$ cat src/rtl/txfifo_pkg.sv
package txfifo_pkg;
  localparam int DATA_W = 8;

  typedef struct packed {
    logic                abort;
    logic                eop;
    logic [DATA_W-1:0]   data;
  } fifoEntry_t;

  typedef struct packed {
    logic doShift;
    logic doWrite;
    logic [4:0] wrSlot;
  } fifoCtl_t;
endpackage

$ cat src/rtl/txfifo_ctrl.sv
module txfifo_ctrl
  import txfifo_pkg::*;
#(
  parameter int DEPTH = 19,
  localparam int CNT_W = $clog2(DEPTH + 1)
) (
  input  logic             clk,
  input  logic             rstN,
  input  logic             wrEn,
  input  logic             rdReq,
  output fifoCtl_t         ctl,
  output logic             txValid,
  output logic             isEmpty,
  output logic             isFull,
  output logic [CNT_W-1:0] fillCount
);
  logic [CNT_W-1:0] cnt, cntNext;
  logic doRead;

  assign doRead = rdReq && (cnt != '0);

  // Choose the slot that the write lands in.
  always_comb begin
    ctl.doShift = doRead;
    ctl.doWrite = wrEn;
    if (cnt == CNT_W'(DEPTH))
      ctl.wrSlot = doRead ? 5'(DEPTH - 1) : 5'(DEPTH - 1);
    else if (doRead)
      ctl.wrSlot = 5'(cnt - 1'b1);
    else
      ctl.wrSlot = 5'(cnt);
  end

  always_comb begin
    cntNext = cnt;
    if (doRead && !(wrEn && cnt != '0)) cntNext = cnt - 1'b1;
    if (wrEn && !doRead && cnt != CNT_W'(DEPTH)) cntNext = cnt + 1'b1;
  end

  always_ff @(posedge clk) begin
    if (!rstN) begin
      cnt       <= '0;
      txValid   <= 1'b0;
      isEmpty   <= 1'b1;
      isFull    <= 1'b0;
    end else begin
      cnt       <= cntNext;
      txValid   <= doRead;
      isEmpty   <= (cntNext == '0);
      isFull    <= (cntNext == CNT_W'(DEPTH));
    end
  end

  assign fillCount = cnt;
endmodule

$ cat src/rtl/txfifo_data.sv
module txfifo_data
  import txfifo_pkg::*;
#(
  parameter int DEPTH = 19
) (
  input  logic               clk,
  input  logic               rstN,
  input  fifoCtl_t           ctl,
  input  fifoEntry_t         wrEntry,
  output fifoEntry_t         outEntry
);
  fifoEntry_t slots [DEPTH];

  generate
    for (genvar i = 0; i < DEPTH; i++) begin : g_slot
      fifoEntry_t above;
      if (i == DEPTH - 1) begin : g_top
        assign above = '0;
      end else begin : g_mid
        assign above = slots[i+1];
      end
      always_ff @(posedge clk) begin
        if (!rstN) begin
          slots[i] <= '0;
        end else if (ctl.doWrite && ctl.wrSlot == 5'(i)) begin
          slots[i] <= wrEntry;
        end else if (ctl.doShift) begin
          slots[i] <= above;
        end
      end
    end
  endgenerate

  // Output register loaded with the bottom entry on a read.
  always_ff @(posedge clk) begin
    if (!rstN)            outEntry <= '0;
    else if (ctl.doShift) outEntry <= slots[0];
  end
endmodule

$ cat src/rtl/txShiftFifo.sv
module txShiftFifo
  import txfifo_pkg::*;
#(
  parameter int DEPTH = 19,
  localparam int CNT_W = $clog2(DEPTH + 1)
) (
  input  logic             clk,
  input  logic             rstN,
  input  logic             wrEn,
  input  logic [7:0]       wrData,
  input  logic             wrEop,
  input  logic             wrAbort,
  input  logic             rdReq,
  output logic [7:0]       txData,
  output logic             txEop,
  output logic             txAbort,
  output logic             txValid,
  output logic             isEmpty,
  output logic             isFull,
  output logic [CNT_W-1:0] fillCount
);
  fifoCtl_t   ctl;
  fifoEntry_t wrEntry, outEntry;

  assign wrEntry = '{abort: wrAbort, eop: wrEop, data: wrData};

  txfifo_ctrl #(.DEPTH(DEPTH)) i_ctrl (
    .clk(clk), .rstN(rstN), .wrEn(wrEn), .rdReq(rdReq), .ctl(ctl),
    .txValid(txValid), .isEmpty(isEmpty), .isFull(isFull), .fillCount(fillCount)
  );

  txfifo_data #(.DEPTH(DEPTH)) i_data (
    .clk(clk), .rstN(rstN), .ctl(ctl), .wrEntry(wrEntry), .outEntry(outEntry)
  );

  assign txData  = outEntry.data;
  assign txEop   = outEntry.eop;
  assign txAbort = outEntry.abort;
endmodule

$ cat config.mk
export PLATFORM = sky130hd
export DESIGN_NAME = txShiftFifo
export DESIGN_NICKNAME = d
export VERILOG_FILES = /design/src/rtl/txfifo_pkg.sv /design/src/rtl/txfifo_ctrl.sv /design/src/rtl/txfifo_data.sv /design/src/rtl/txShiftFifo.sv
export SDC_FILE = /design/constraint.sdc
export NUM_CORES = 1
export LEC_CHECK = 0
export ABC_CLOCK_PERIOD_IN_PS = 7500
export BUFFER_PORTS_ARGS = -buffer_cell sky130_fd_sc_hd__buf_2
export CAP_MARGIN = 25
export CORE_MARGIN = 4
export CORE_UTILIZATION = 60
export DETAILED_ROUTE_END_ITERATION = 10
export PLACE_DENSITY_LB_ADDON = 0.25
export SLEW_MARGIN = 20
export SYNTH_ARGS = -nofsm -noshare
export SYNTH_HDL_FRONTEND = slang
export SYNTH_HIERARCHICAL = 1
export SYNTH_SLANG_ARGS = --single-unit
$ cat constraint.sdc
create_clock -name clk -period 7.5 [get_ports clk]
set_input_delay 2.25 -clock clk [delete_from_list [all_inputs] [get_ports clk]]
set_output_delay 2.25 -clock clk [all_outputs]
set_load 0.05 [all_outputs]
==> results_dict.tcl, run 1 <==
set metrics [dict create \
    run_status "finished, final reports clean" \
    ir_worst_vdd_mv 0.210 \
    worst-path-buf-inv 2 \
    drt_iter0_markers 398 \
    slowest_delay_ns 0.78 \
    place_hpwl_um 11900 \
    cts-root-buf "clkbuf_16" \
    critPathRequiredTime_ns 7.64 \
    drt-pass1-iter-count 5 \
    r2r_start "i_ctrl/fillCount[0]" \
    routed_via_density 5.84 \
    cp_common_cell "nand2_1" \
    r2r_cells 9 \
    yosys-top-cells-count "nand2_1 (218), mux2i_1 (194), edfxtp_1 (190), buf_2 (19), dfxtp_1 (18)" \
    avgRoutedWirePerCell_um 19.2 \
    rsz0062_at_grt "no" \
    cts.sinks 208 \
    final_cells 1005 \
    drive_gt1_share_pct 11.2 \
    post-route-util_pct 67.1 \
    clk-insertion-delay-late_ns 0.49 \
    synth.area.top_cells "edfxtp_1 (58%), mux2i_1 (20%), nand2_1 (8.2%)" \
    grt_max_degree 102 \
    fill_cells 1165 \
    r2r_slack_ns 2.97 \
    finalCriticalPeriod_ns 5.29 \
    ys_warn_count 6 \
    holdBufCountCts 0 \
    die_w_um 137 \
    synth_cell_types 49 \
    synth_top_area_share_pct 57.5 \
    grt_pass1_wl_um 31700 \
    die_y_um 137 \
    cp-start-kind "input port" \
    coreArea_um2 16100 \
    fin_nets 792 \
    dpl.cell_count 966 \
    yosysTopAreaCell "edfxtp_1" \
    clock_skew_ns 0.00677 \
    drv_cap 0 \
    cts_tree "built" \
    ys_seq_area_share_pct 61.1 \
    arrival_ns 5.43 \
    crit_start "rdReq" \
    path_delay_family "simple AND/OR/NAND/NOR gates" \
    num_rows 46 \
    slew_headroom_pct 30.9 \
    die_area_um2 18700 \
    power_density_nw_per_um2 370 \
    crit_end "i_data/slots[0][2]" \
    overflow 0 \
    dr_total_vias 5865 \
    clockBufferDepth 3 \
    numCtsBuffers 22 \
    pre_cts_ws_ns 1.87 \
    synth.most_common_cell "nand2_1" \
    finalMaxSlewViolations 0 \
    clk_pin_slew_ns 0.06 \
    critical_path_class "in -> reg" \
    antenna_found_initial 0 \
    leakagePower_nw 4.57 \
    async_flop_share_pct 0 \
    ios 32 \
    setup_violations 0 \
    ff_latch_area_um2 6070 \
    worst_pin_slew_ns 1.03 \
    synth_area_um2 9920 \
    place_congestion 0.839 \
    hold_violations 0 \
    ys_ff_latch 208 \
    numPortBuffers 31 \
    postSynthCellCount 776 \
    synth-edff-count 190 \
    area_delta_synth_final_pct 8.56 \
    syn_avg_cell_area_um2 12.8 \
    finalCritPeriodShare_pct 70.5 \
    worst_slack_ns 2.21 \
    totalWireLength_um 19300 \
    ys_dominant_reg_cell "edfxtp_1" \
    cts_resized 0 \
    cp-end-kind "flip-flop" \
    htreeDepth 1 \
    cp.depth 8 \
    antenna-diode-count 0 \
    cp_cell_sequence "buf_2 -> inv_1 -> nor2_2 -> mux2i_1 -> nand2b_1 -> nor2_1 -> nand2_1 -> nand2_1" \
    ant_nets 0 \
    route.detailed.drc 0 \
    multi_input_area_um2 3460 \
    synth_nets 793 \
    grt_use_total_pct 21.5 \
    totalPowerFinal_mw 3.99 \
    hold_path.class "reg -> reg" \
    r2r_end "i_data/slots[0][2]" \
    max_freq_mhz 189 \
    start_util_pct 61.8 \
    setup-tns-final_ns 0 \
    grt_pass1_vias 5933 \
    post_cts_buffers 0 \
    slowest_stage "nor2_2" \
    crit_fanout 18 \
]
==> final cells by class <==
| type | instances | share of cell area, % |
|---|---|---|
| timing repair buffer | 35 | 1.90 |
| tap | 216 | 2.51 |
| multi-input combinational | 504 | 32.2 |
| sequential | 208 | 56.3 |
| clock buffer | 28 | 5.61 |
| inverter | 4 | 0.139 |
| clock inverter | 10 | 1.37 |
==> state kept, by name, indices dropped and copies added (netlist names) <==
| name | flops |
|---|---|
| i_ctrl/fillCount | 5 |
| i_ctrl/isEmpty | 1 |
| i_ctrl/isFull | 1 |
| i_ctrl/txValid | 1 |
| i_data/outEntry | 10 |
| i_data/slots | 190 |
==> metal layers <==
metal,global-route usage (%),vias up,share of wire (%)
li1,-,2763,-
met1,29.5,2918,43
met2,36.3,157,50
met3,3.60,27,5.1
met4,5.26,0,1.9
met5,0,-,0
==> metrics by stage <==
stage / instance area [um2] / hold WS, ns
2_1_floorplan: 9920 / 0.479
3_3_place_gp: 9990 / 0.491
3_5_place_dp: 9990 / 0.504
4_1_cts: 10700 / 0.521
5_1_grt: 10800 / 0.534
6_report: 10800 / 0.516
==> worst min path at each step <==
stage | startpoint | end | slack (ns) | depth (start not counted)
floorplan | i_data/slots[0][0] | i_data/outEntry[0] | 0.48 | 2
global placement | i_data/slots[0][4] | i_data/outEntry[4] | 0.49 | 2
detailed placement | i_data/slots[0][5] | i_data/outEntry[5] | 0.50 | 2
CTS | i_data/slots[0][5] | i_data/outEntry[5] | 0.52 | 2
global route | i_data/outEntry[5] | i_data/outEntry[5] | 0.53 | 2
finish | i_data/outEntry[5] | i_data/outEntry[5] | 0.52 | 2
==> cells by family (layout without fill, tap and decap cells) <==
| kind of cell | count (synthesis) | after routing | synth area share (%) |
|---|---|---|---|
| AO/OA/AOI/OAI | 14 | 14 | 1.22 |
| XOR/XNOR | 2 | 2 | 0.177 |
| adder cells (fa/ha/maj) | 3 | 3 | 0.378 |
| buffers and inverters | 64 | 77 | 3.98 |
| flip-flops | 208 | 208 | 61.1 |
| multiplexers | 195 | 195 | 19.7 |
| AND/OR/NAND/NOR | 290 | 290 | 13.4 |
==> cells in the final DEF (no fill, tap or decap), drive strengths merged, types with 3 or more instances in the layout <==
cell,count
inv,4
ha,3
and4b,3
mux2i,194
nor2b,11
buf,35
edfxtp,190
bufinv,4
and2b,3
nor3,3
and4bb,4
and3,4
clkinv,6
dfxtp,18
clkbuf,28
and2,8
nor2,16
nand2,218
nand2b,8
==> tightest hold or removal path, delay by kind of cell (launching register included) <==
family / cells / cell delay, ns
simple gates: 1 / 0.09
mux: 1 / 0.07
flops: 1 / 0.32
==> power by group <==
part	switching, mW	total [mW]	internal (mW)
Clock	0.421	1.12	0.704
Combinational	0.673	0.976	0.304
Sequential	0.131	1.89	1.76
Total	1.22	3.99	2.77
Power figures use the tool's default switching activity.
==> run 2, diff against run 1 <==
Settings changed: ABC_CLOCK_PERIOD_IN_PS 7500 to 4750, CORE_UTILIZATION 60 to 56.
Clock period 7.5 ns to 4.75 ns, I/O delays scaled along.
==> results_dict.tcl, run 2 (synthesized netlist as in run 1, its figures left out) <==
set metrics [dict create \
    post_cts_buffers 0 \
    cp-start-kind "input port" \
    coreArea_um2 17400 \
    avgRoutedWirePerCell_um 19.0 \
    cts_resized 0 \
    run_status "finished, final reports clean" \
    final_common_cell "nand2_1" \
    holdBufCountCts 0 \
    drt-pass1-iter-count 5 \
    finalCriticalPeriod_ns 3.60 \
    ant_nets 0 \
    cp_cell_sequence "buf_2 -> or4b_4 -> nor3_1 -> a21oi_1 -> nor2_1 -> and4b_1 -> and2_1 -> buf_4 -> nand2b_1" \
    path_delay_family "simple AND/OR/NAND/NOR gates" \
    place_hpwl_um 12300 \
    route.met3.wl_um 886 \
    leakagePower_nw 4.62 \
    hold_path.class "reg -> reg" \
    numPortBuffers 31 \
    met1Wirelength_um 8290 \
    dr_total_vias 5901 \
    largest_register_ffs 190 \
    fin_nets 810 \
    cts_tree "built" \
    worst_slack_ns 1.15 \
    overflow 0 \
    grt_use_total_pct 19.9 \
    clk_pin_slew_ns 0.06 \
    slowest_stage "or4b_4" \
    setup-tns-final_ns 0 \
    crit_end "i_data/slots[13][9]" \
    worst_pin_slew_ns 1.04 \
    arrival_ns 3.73 \
    route.met2.wl_um 10000 \
    clk-insertion-delay-late_ns 0.50 \
    finalCritPeriodShare_pct 75.9 \
    cts-root-buf "clkbuf_16" \
    area_delta_synth_final_pct 9.52 \
    final_cells 1034 \
    grt_max_degree 64 \
    cts.sinks 208 \
    clock_skew_ns 0.0121 \
    grt_pass1_wl_um 31700 \
    hold_violations 0 \
    die_area_um2 19900 \
    die_w_um 141 \
    place_congestion 0.835 \
    r2r_slack_ns 1.25 \
    pre_cts_ws_ns 0.659 \
    antenna-diode-count 0 \
    critical_path_class "in -> reg" \
    routed.top_layer "met4" \
    grt_pass1_vias 6071 \
    rsz0062_at_grt "no" \
    max_freq_mhz 278 \
    antenna_found_initial 0 \
    slew_headroom_pct 30.5 \
    htreeDepth 1 \
    ir_worst_vdd_mv 0.372 \
    finalMaxSlewViolations 0 \
    num_rows 48 \
    totalPowerFinal_mw 6.13 \
    dpl.cell_count 992 \
    r2r_end "i_data/slots[16][0]" \
    routed_via_density 5.71 \
    drv_cap 0 \
    r2r_start "i_ctrl/fillCount[0]" \
    slowest_delay_ns 0.49 \
    totalWireLength_um 19700 \
    cp.depth 9 \
    ios 32 \
    numCtsBuffers 22 \
    drt_iter0_markers 303 \
    worst-path-buf-inv 2 \
    start_util_pct 57.2 \
    power_density_nw_per_um2 564 \
    critPathRequiredTime_ns 4.88 \
    die_y_um 141 \
    largest-register "i_data/slots" \
    r2r_cells 9 \
    crit_start "rdReq" \
    setup_violations 0 \
    final_cell_mix "nand2_1 (218), mux2i_1 (194), edfxtp_1 (190)" \
    clockBufferDepth 3 \
    cp-end-kind "flip-flop" \
    drive_gt1_share_pct 13.2 \
    route.detailed.drc 0 \
    crit_fanout 11 \
]
[run 2: cell count changes in the layout (fill, tap and decap cells not counted), sizes merged]
cell and change:
bufinv -4, clkbuf +2, clkinv +3, buf +18
clkinvlp +1
[run 2: per-layer routing]
metal | GRT usage [%] | vias up
li1 | - | 2793
met1 | 25.7 | 2931
met2 | 34.6 | 135
met3 | 3.70 | 42
met4 | 5.00 | 0
met5 | 0 | -
[run 2: worst min-delay path, stage by stage, from the launching register on]
cell and delay [ns]:
dfxtp_1 0.32, mux2i_1 0.07, nor2b_1 0.09
[run 2: how the worst min path moves through the flow]
stage | start | end | cells after the start
after floorplan | i_data/slots[0][0] | i_data/outEntry[0] | 2
after global placement | i_data/slots[0][3] | i_data/outEntry[3] | 2
after detailed placement | i_data/slots[0][1] | i_data/outEntry[1] | 2
after CTS | i_data/slots[0][1] | i_data/outEntry[1] | 2
after global routing | i_data/slots[0][1] | i_data/outEntry[1] | 2
final | i_data/outEntry[8] | i_data/outEntry[8] | 2
[run 2: area by class of cell]
cell class / count / area [um2]
Tap cell: 225 / 282
Clock inverter: 10 / 48.8
Fill cell: 1301 / 6490
Sequential cell: 208 / 6070
Timing Repair Buffer: 53 / 360
Clock buffer: 30 / 632
Inverter: 4 / 15.0
Multi-Input combinational cell: 504 / 3460
[run 2: report_power, final]
part,internal [mW],switching (mW)
combinational,0.510,1.05
sequential,2.78,0.207
clock,0.929,0.655
[run 2: per-stage QoR]
stage | area (um2) | util [%] | hold WS, ns
6_report | 10900 | 62.6 | 0.516
5_1_grt | 10900 | 62.6 | 0.552
4_1_cts | 10800 | 62.4 | 0.518
3_5_place_dp | 10200 | 58.5 | 0.499
3_3_place_gp | 10200 | 58.5 | 0.491
2_1_floorplan | 9920 | - | 0.479
